File: src/rtl/lrs_pkg.sv
package lrs_pkg;

    typedef enum logic [2:0] {
        ST_IDLE,
        ST_CAP_RD,
        ST_CAP_WR,
        ST_SNAP,
        ST_CTL_RD,
        ST_CTL_WR,
        ST_POLL
    } lrs_state_e;

    localparam int unsigned CTL_RETRAIN_BIT = 5;
    localparam int unsigned STS_TRAIN_BIT   = 11;
    localparam int unsigned GEN_W           = 4;
    localparam int unsigned WID_W           = 5;
    localparam int unsigned WID_LSB         = 4;
    localparam int unsigned IDX_W           = 2;
    localparam logic [31:0] CAP_CLR_MASK    = 32'h0003_F00F;
    localparam logic [31:0] CAP_SPEED_VAL   = 32'h0000_0002;

endpackage

File: src/rtl/lrs_wait_timer.sv
module lrs_wait_timer #(
    parameter int unsigned TW = 16
) (
    input  logic          clk,
    input  logic          rst_n,
    input  logic          clr_i,
    input  logic          busy_i,
    input  logic [TW-1:0] limit_i,
    output logic          expire_o
);

    localparam int unsigned CW = TW + 1;

    logic [CW-1:0] cnt_d, cnt_q;
    logic [CW-1:0] eff_lim;
    logic [CW-1:0] cnt_inc;

    always_comb begin
        eff_lim  = (limit_i == '0) ? CW'(1) : CW'(limit_i);
        cnt_inc  = cnt_q + CW'(1);
        expire_o = busy_i && (cnt_inc >= eff_lim);
        cnt_d    = cnt_q;
        if (clr_i) begin
            cnt_d = '0;
        end else if (busy_i && !expire_o) begin
            cnt_d = cnt_inc;
        end
    end

    always_ff @(posedge clk or negedge rst_n) begin
        if (!rst_n) begin
            cnt_q <= '0;
        end else begin
            cnt_q <= cnt_d;
        end
    end

endmodule

File: src/rtl/lrs_stat_cap.sv
module lrs_stat_cap
    import lrs_pkg::*;
#(
    parameter int unsigned DW = 32
) (
    input  logic             clk,
    input  logic             rst_n,
    input  logic             load_i,
    input  logic [IDX_W-1:0] idx_i,
    input  logic [DW-1:0]    word_i,
    output logic             valid_o,
    output logic [IDX_W-1:0] idx_o,
    output logic [GEN_W-1:0] gen_o,
    output logic [WID_W-1:0] width_o
);

    typedef struct packed {
        logic             valid;
        logic [IDX_W-1:0] idx;
        logic [GEN_W-1:0] gen;
        logic [WID_W-1:0] width;
    } cap_t;

    cap_t r_d, r_q;

    always_comb begin
        r_d       = r_q;
        r_d.valid = load_i;
        if (load_i) begin
            r_d.idx   = idx_i;
            r_d.gen   = word_i[GEN_W-1:0];
            r_d.width = word_i[WID_LSB +: WID_W];
        end
    end

    always_ff @(posedge clk or negedge rst_n) begin
        if (!rst_n) begin
            r_q <= '0;
        end else begin
            r_q <= r_d;
        end
    end

    assign valid_o = r_q.valid;
    assign idx_o   = r_q.idx;
    assign gen_o   = r_q.gen;
    assign width_o = r_q.width;

endmodule

File: src/rtl/lrs_seq.sv
module lrs_seq
    import lrs_pkg::*;
#(
    parameter int unsigned AW       = 4,
    parameter int unsigned DW       = 32,
    parameter int unsigned TW       = 16,
    parameter logic [AW-1:0] CAP_ADDR = 4'd0,
    parameter logic [AW-1:0] CTL_ADDR = 4'd1,
    parameter logic [AW-1:0] STS_ADDR = 4'd2
) (
    input  logic             clk,
    input  logic             rst_n,
    input  logic             start_i,
    input  logic [TW-1:0]    timeout_lim_i,
    output logic             req_o,
    output logic             we_o,
    output logic [AW-1:0]    addr_o,
    output logic [DW-1:0]    wdata_o,
    input  logic [DW-1:0]    rdata_i,
    input  logic             ack_i,
    output logic             busy_o,
    output logic             done_o,
    output logic             err_o,
    output logic             stat_valid_o,
    output logic [IDX_W-1:0] stat_idx_o,
    output logic [GEN_W-1:0] stat_gen_o,
    output logic [WID_W-1:0] stat_width_o
);

    localparam logic [DW-1:0] CAP_MASK  = DW'(CAP_CLR_MASK);
    localparam logic [DW-1:0] CAP_SET   = DW'(CAP_SPEED_VAL);
    localparam logic [DW-1:0] RETRAIN_M = DW'(1) << CTL_RETRAIN_BIT;

    typedef struct packed {
        lrs_state_e    st;
        logic          pass;
        logic [DW-1:0] rd;
        logic          done;
        logic          err;
    } seq_t;

    seq_t s_d, s_q;

    logic             tmr_clr;
    logic             tmr_busy;
    logic             tmr_expire;
    logic             cap_load;
    logic [IDX_W-1:0] cap_idx;

    always_comb begin
        s_d      = s_q;
        req_o    = 1'b0;
        we_o     = 1'b0;
        addr_o   = '0;
        wdata_o  = '0;
        tmr_clr  = 1'b0;
        tmr_busy = 1'b0;
        cap_load = 1'b0;
        cap_idx  = '0;
        unique case (s_q.st)
            ST_IDLE: begin
                if (start_i) begin
                    s_d.st   = ST_CAP_RD;
                    s_d.done = 1'b0;
                    s_d.err  = 1'b0;
                    s_d.pass = 1'b0;
                    tmr_clr  = 1'b1;
                end
            end
            ST_CAP_RD: begin
                req_o  = 1'b1;
                addr_o = CAP_ADDR;
                if (ack_i) begin
                    s_d.rd = rdata_i;
                    s_d.st = ST_CAP_WR;
                end
            end
            ST_CAP_WR: begin
                req_o   = 1'b1;
                we_o    = 1'b1;
                addr_o  = CAP_ADDR;
                wdata_o = (s_q.rd & ~CAP_MASK) | CAP_SET;
                if (ack_i) begin
                    s_d.st = ST_SNAP;
                end
            end
            ST_SNAP: begin
                req_o  = 1'b1;
                addr_o = STS_ADDR;
                if (ack_i) begin
                    cap_load = 1'b1;
                    cap_idx  = IDX_W'(0);
                    s_d.pass = 1'b0;
                    s_d.st   = ST_CTL_RD;
                end
            end
            ST_CTL_RD: begin
                req_o  = 1'b1;
                addr_o = CTL_ADDR;
                if (ack_i) begin
                    s_d.rd = rdata_i;
                    s_d.st = ST_CTL_WR;
                end
            end
            ST_CTL_WR: begin
                req_o   = 1'b1;
                we_o    = 1'b1;
                addr_o  = CTL_ADDR;
                wdata_o = s_q.rd | RETRAIN_M;
                if (ack_i) begin
                    tmr_clr = 1'b1;
                    s_d.st  = ST_POLL;
                end
            end
            ST_POLL: begin
                req_o  = 1'b1;
                addr_o = STS_ADDR;
                if (ack_i) begin
                    if (!rdata_i[STS_TRAIN_BIT]) begin
                        cap_load = 1'b1;
                        cap_idx  = s_q.pass ? IDX_W'(2) : IDX_W'(1);
                        if (s_q.pass) begin
                            s_d.done = 1'b1;
                            s_d.st   = ST_IDLE;
                        end else begin
                            s_d.pass = 1'b1;
                            s_d.st   = ST_CTL_RD;
                        end
                    end else begin
                        tmr_busy = 1'b1;
                        if (tmr_expire) begin
                            s_d.err = 1'b1;
                            s_d.st  = ST_IDLE;
                        end
                    end
                end
            end
            default: begin
                s_d.st = ST_IDLE;
            end
        endcase
    end

    always_ff @(posedge clk or negedge rst_n) begin
        if (!rst_n) begin
            s_q <= '{st: ST_IDLE, pass: 1'b0, rd: '0, done: 1'b0, err: 1'b0};
        end else begin
            s_q <= s_d;
        end
    end

    lrs_wait_timer #(
        .TW (TW)
    ) u_timer (
        .clk      (clk),
        .rst_n    (rst_n),
        .clr_i    (tmr_clr),
        .busy_i   (tmr_busy),
        .limit_i  (timeout_lim_i),
        .expire_o (tmr_expire)
    );

    lrs_stat_cap #(
        .DW (DW)
    ) u_cap (
        .clk     (clk),
        .rst_n   (rst_n),
        .load_i  (cap_load),
        .idx_i   (cap_idx),
        .word_i  (rdata_i),
        .valid_o (stat_valid_o),
        .idx_o   (stat_idx_o),
        .gen_o   (stat_gen_o),
        .width_o (stat_width_o)
    );

    assign busy_o = (s_q.st != ST_IDLE);
    assign done_o = s_q.done;
    assign err_o  = s_q.err;

endmodule

File: config.mk
export PLATFORM = sky130hd
export DESIGN_NAME = lrs_seq
export DESIGN_NICKNAME = d
export VERILOG_FILES = /design/src/rtl/lrs_pkg.sv /design/src/rtl/lrs_wait_timer.sv /design/src/rtl/lrs_stat_cap.sv /design/src/rtl/lrs_seq.sv
export SDC_FILE = /design/constraint.sdc
export NUM_CORES = 1
export LEC_CHECK = 0
export BUFFER_PORTS_ARGS = -buffer_cell sky130_fd_sc_hd__buf_2
export CAP_MARGIN = 40
export CORE_MARGIN = 10
export CORE_UTILIZATION = 37
export DETAILED_ROUTE_END_ITERATION = 7
export PLACE_DENSITY_LB_ADDON = 0.15
export SETUP_SLACK_MARGIN = 0.05
export SYNTH_ARGS = -nofsm -noshare
export SYNTH_HDL_FRONTEND = slang
export SYNTH_SLANG_ARGS = --single-unit
File: constraint.sdc
create_clock -name clk -period 5.1 [get_ports clk]
set_input_delay 0.765 -clock clk [delete_from_list [all_inputs] [get_ports clk]]
set_output_delay 0.765 -clock clk [all_outputs]
set_load 0.01 [all_outputs]
# --- Word level (Yosys, flattened, before mapping) ---
# Cells that the tools add are included.
word_totals:
  in_bits: 52
  wordCells: 89
  register_bits: 67
  out_inout_bits: 53
classes:
  n_lt_le_gt_ge: 1
  n_reduce_logical: 19
  n_eq_ne: 18
  n_addsub: 1
  n_mux: 40
op_table:
  columns: ["op", "count"]
  rows:
  - ["32-bit case mux with 2 select lines", 1]
  - ["17-bit 2-to-1 mux", 2]
  - ["2-bit != test (second input constant)", 11]
  - ["3-bit 2-to-1 mux", 7]
  - ["3-bit case mux with 7 select lines", 1]
  - ["17-bit by 1-bit adder with 17-bit output (second input constant)", 1]
  - ["17-bit greater-or-equal comparator", 1]
  - ["16-bit zero test", 1]
  - ["16-bit 2-to-1 mux", 1]
  - ["5-bit AND reduction", 3]
  - ["1-bit 2-to-1 mux", 14]
  - ["2-bit 2-to-1 mux", 6]
  - ["4-bit 2-to-1 mux", 3]
  - ["3-bit == test (second input constant)", 3]
  - ["2-bit case mux with 2 select lines", 2]
  - ["8-bit AND reduction", 1]
  - ["2-bit OR reduction", 4]
  - ["3-bit by 2-bit == test with 1-bit output (second input constant)", 2]
  - ["3-bit nonzero test", 2]
  - ["6-bit OR reduction", 1]
  - ["1-bit case mux with 2 select lines", 2]
  - ["2-bit nonzero test", 2]
  - ["3-bit by 1-bit == test with 1-bit output (second input constant)", 1]
  - ["3-bit zero test", 1]
  - ["5 further kinds", 6]

# --- Longest topological paths before layout ---
logic_depth:
  ltp_word: 8
  depth_mapped: 14

# --- Hierarchy ---
# Synthesis repeated with hierarchy kept, for this count alone.
unflattened:
  hier_cells: 362
  hier_area_um2: 3922.5
modules_own_cells:
  columns: ["module", "area_each_um2", "cells_per_inst", "instances", "seq_area_each_um2"]
  rows:
  - ["lrs_seq", 1878.1, 159, 1, 950.9]
  - ["lrs_wait_timer", 1571.5, 179, 1, 425.4]
  - ["lrs_stat_cap", 473.0, 24, 1, 300.3]

# --- Worst setup path before layout ---
# Ideal clock, no wire load.
synth_timing:
  path_kind: "reg2reg"
  startpoint: "register u_timer.cnt_q[2]"
  endpoint: "register u_timer.cnt_q[11]"
  t_required_ns: 4.975
  arrival_time_ns: 3.197
  stages_incl_launch_ff: 15
  setup_slack_ns: 1.778
  path_cell_list: "dfrtp_1 and4_1 and3_2 nand4_2 or3_1 xnor2_1 ha_1 nand3_1 nor3_1 a211oi_2 nand4_2 or2_1 buf_6 buf_12 mux2_4"
synth_between:
  elab_chain_len: 6
  word_cells_on_any_way: 8
synth_rtl:
  columns: ["item", "line_no", "source"]
  rows:
  - ["start: declaration", "lrs_wait_timer.sv:14", "logic [CW-1:0] cnt_d, cnt_q;"]
  - ["start signal: assignment", "lrs_wait_timer.sv:34", "cnt_q <= cnt_d;"]
  - ["17-bit by 1-bit adder with 17-bit output (*)", "lrs_wait_timer.sv:20", "cnt_inc = cnt_q + CW'(1);"]
  - ["17-bit greater-or-equal comparator", "lrs_wait_timer.sv:21", "expire_o = busy_i && (cnt_inc >= eff_lim);"]
  - ["1-bit logical AND", "lrs_wait_timer.sv:21", null]
  - ["1-bit zero test", "lrs_wait_timer.sv:25", "end else if (busy_i && !expire_o) begin"]
  - ["1-bit logical AND", "lrs_wait_timer.sv:25", null]
  - ["2-bit nonzero test (no line)", null, null]
# Mark *: on every way between the ends. The rest lies on a longest branch, timed or not. The select of a mux whose other input is x is not followed.
# A chain may end at the register's enable or synchronous reset.

# --- Final worst setup path ---
layout_timing:
  startpoint: "register u_timer.cnt_q[2]"
  endpoint: "register u_timer.cnt_q[6]"
# Same word-level chain as after synthesis.

==> flow_summary.ini <==
[place]
number_of_buffer_cells_added_on_primary_ports = 102
detailed_place_hpwl_um = 7310
placed_instance_count = 613
placedInstanceArea_sq_um = 4460
place_ws_ns = 1.31
globalplace.congestion = 0.794

[floorplanning]
die_area_sq_um = 14800
num_ports = 105
die-height_um = 122
die_span_in_x_um = 122
initial_utilization_pct = 37.5
core_region_area_sq_um = 10200
rows = 37

[min_path]
hp-class = primary input to asynchronous set/reset pin

[setup_path]
critPathArrivalTime_ns = 4.00
r2r-start = u_timer.cnt_q[2]
critical_path.startpoint = u_timer.cnt_q[2]
ff2ff_setup_slack_ns = 1.32
timing.reg2reg.worst_path_depth = 12
critPathKind = register to register
endpoint_kind = register
worst_reg2reg_endpoint = u_timer.cnt_q[6]
worst_ep_required_time_ns = 5.32
critical_path.endpoint = u_timer.cnt_q[6]
worstSetupStartpointType = register
crit_path_max_fanout = 17

[clocking]
cts_buffer_depth = 2
tritoncts_num_sinks = 67
tritoncts = yes
postCtsSetupRepairBufs = 0
deepest_level_of_the_cts_h_tree = 3
numCtsBuffers = 9
cts.hold.buffers_added = 0
clk-insertion-delay-late_ns = 0.34
clk_pin_slew_ns = 0.08
cts.repair.resized = 0
clock_tree.root_cell = sky130_fd_sc_hd__clkbuf_8

[timing]
rsz0062_at_grt = false
max_clock_skew_ns = 0.0152
timing.final.hold_violations = 0
max_freq_ghz = 0.265
finalCriticalPeriod_ns = 3.78
timing.final.ws_setup_ns = 1.32
timing.final.max_slew_violations = 0
timing_worst_slew_pin_value_ns = 0.784
final.period_utilization_pct = 74.1
report.final.setup_viol = 0
worst_hold_slack_ns = 0.316
setup_total_negative_slack_ns = 0
timing.slew.headroom_pct = 47.7

[global_routing]
grt_antenna_before_repair = 0
grt_first_pass_wirelength_um = 16100
grt_max_degree = 54
grt.overflow.total = 0
grt_pass1_vias = 3218
globalRouteTotalUtil_pct = 13.2

[final_layout]
drive_above_1_share_pct = 36.1
antenna-diode-count = 0
area_delta_synth_final_pct = 21.8
layout.cells.most_common_list = 102 x sky130_fd_sc_hd__buf_2, 67 x sky130_fd_sc_hd__dfrtp_1, 46 x sky130_fd_sc_hd__nand2_1
layout.cell_area.non_filler_sq_um = 4670
final-instance-count-excl-fill = 629
layout_commonest_cell = sky130_fd_sc_hd__buf_2
num-nets-final = 557

[detailed_routing]
drt_pre_antenna_iters = 5
number_of_remaining_drc_errors = 0
drtAntennaViolNets = 0
routed_wl_um = 9610
detailroute.via_count = 3070
initialDrtViolationCount = 104
post_detailed_route_via_to_cell_ratio = 4.88
wl_per_cell_um = 15.3

[synth]
yosys_register_bits = 67
synth_sequential_area_ratio_pct = 43.7
synth_xor_xnor_area_share_pct = 2.97
synth_compound_area_share_pct = 7.60
muxShareOfSynthArea_pct = 13.4
synth_fa_ha_area_share_pct = 5.55
yosys_warnings = 0
synthesis.instances = 386
post_synth_top_flop = sky130_fd_sc_hd__dfrtp_1
synthesis.area_sq_um = 3830
post_synth_and_or_nand_nor_area_fraction_pct = 21.6
yosys.cell_types.count = 48
async_reset_ff_share_pct = 100
synth_area_per_cell_sq_um = 9.94
synth_top_family_by_area = simple AND/OR/NAND/NOR gates
number_of_synthesized_flops_with_an_enable_pin = 0

[pwr]
cellLeakagePower_uw = 0.00244
power.density_nw_per_um2 = 462
ir_drop_uv = 209

[job]
max_cap_viol_count = 0

[status]
result_of_the_run = completed
how the worst min path moves through the flow:
stage	startpoint	to	slack (ns)	cells after the start
3_3_place_gp	u_cap.gen_o[2]	u_cap.gen_o[2]	0.46	2
5_1_grt	rst_n	u_cap.idx_o[0]	0.32	1
2_1_floorplan	rst_n	done_o	0.47	0
3_5_place_dp	u_cap.width_o[1]	u_cap.width_o[1]	0.46	2
6_report	rst_n	u_cap.idx_o[0]	0.32	1
4_1_cts	rst_n	u_cap.idx_o[1]	0.31	1
per-layer routing:
layer | GRT usage (%) | part of all wire [%] | wire length, um | vias up
met3 | 5.78 | 7.7 | 742 | 10
li1 | - | - | - | 1529
met1 | 15.8 | 44 | 4210 | 1468
met2 | 21.5 | 47 | 4540 | 63
met5 | 0 | 0 | 0 | -
met4 | 3.43 | 1.1 | 107 | 0
cell usage after synthesis, types with 3 or more instances:
| cell | n | area, sq um |
|---|---|---|
| sky130_fd_sc_hd__ha_1 | 17 | 213 |
| sky130_fd_sc_hd__inv_1 | 24 | 90.1 |
| sky130_fd_sc_hd__o21ai_0 | 14 | 70.1 |
| sky130_fd_sc_hd__nor3_1 | 9 | 45.0 |
| sky130_fd_sc_hd__a21o_1 | 3 | 22.5 |
| sky130_fd_sc_hd__nor2_1 | 18 | 67.6 |
| sky130_fd_sc_hd__nand2b_1 | 3 | 18.8 |
| sky130_fd_sc_hd__nand2_1 | 46 | 173 |
| sky130_fd_sc_hd__mux2_2 | 39 | 439 |
| sky130_fd_sc_hd__buf_2 | 4 | 20.0 |
| sky130_fd_sc_hd__a21oi_1 | 14 | 70.1 |
| sky130_fd_sc_hd__nand4_2 | 3 | 37.5 |
| sky130_fd_sc_hd__mux2_4 | 5 | 75.1 |
| sky130_fd_sc_hd__and2_1 | 12 | 75.1 |
| sky130_fd_sc_hd__nand3_1 | 11 | 55.1 |
| sky130_fd_sc_hd__xor2_1 | 4 | 35.0 |
| sky130_fd_sc_hd__xnor2_1 | 9 | 78.8 |
| sky130_fd_sc_hd__dfrtp_1 | 67 | 1680 |
| sky130_fd_sc_hd__nor2b_1 | 22 | 138 |
| sky130_fd_sc_hd__nand4_1 | 8 | 50.1 |
| sky130_fd_sc_hd__and3_1 | 11 | 68.8 |
| sky130_fd_sc_hd__nor4_1 | 4 | 25.0 |
| sky130_fd_sc_hd__clkbuf_1 | 8 | 30.0 |
sequential cells by signal, summed over array words and instances, names as in the netlist:
signal,flops
done_o,1
u_cap.width_o,5
s_q,36
u_timer.cnt_q,17
u_cap.gen_o,4
u_cap.idx_o,2
err_o,1
u_cap.valid_o,1
where the power goes:
part,internal [uW],total [uW],switching (uW)
Clock,234,463,228
Combinational,393,832,438
Sequential,721,863,143
Total,1350,2160,809
cell type report:
| cell class | count | area, sq um |
|---|---|---|
| inverter | 25 | 93.8 |
| fill | 1018 | 5560 |
| multi-input combinational | 278 | 1970 |
| timing repair buffer | 107 | 548 |
| sequential | 67 | 1680 |
| clock buffer | 9 | 124 |
| clock inverter | 7 | 83.8 |
| tap | 136 | 170 |
stage by stage:
step	total power (uW)	util, %
after floorplan	1390	-
after global placement	1700	43.5
after detailed placement	1720	43.6
after CTS	2200	45.7
after global routing	2330	45.7
final	2160	45.7
critical path: stages (launching register included):
cell	delay [ns]
sky130_fd_sc_hd__dfrtp_1	0.45
sky130_fd_sc_hd__and4_1	0.23
sky130_fd_sc_hd__and3_2	0.23
sky130_fd_sc_hd__nand4_2	0.16
sky130_fd_sc_hd__or3_1	0.41
sky130_fd_sc_hd__xnor2_1	0.16
sky130_fd_sc_hd__ha_1	0.33
sky130_fd_sc_hd__nand3_1	0.12
sky130_fd_sc_hd__nor3_1	0.22
sky130_fd_sc_hd__a211oi_2	0.11
sky130_fd_sc_hd__nand4_2	0.17
sky130_fd_sc_hd__or2_1	0.65
sky130_fd_sc_hd__mux2_2	0.41
kinds of logic after synthesis:
kind of cell,Yosys count
flops,67
simple gates,156
mux,44
xor+xnor,13
fa+ha+maj,17
compound gates,46
other cells,1
buf+inv,42
Power figures use the tool's default switching activity.
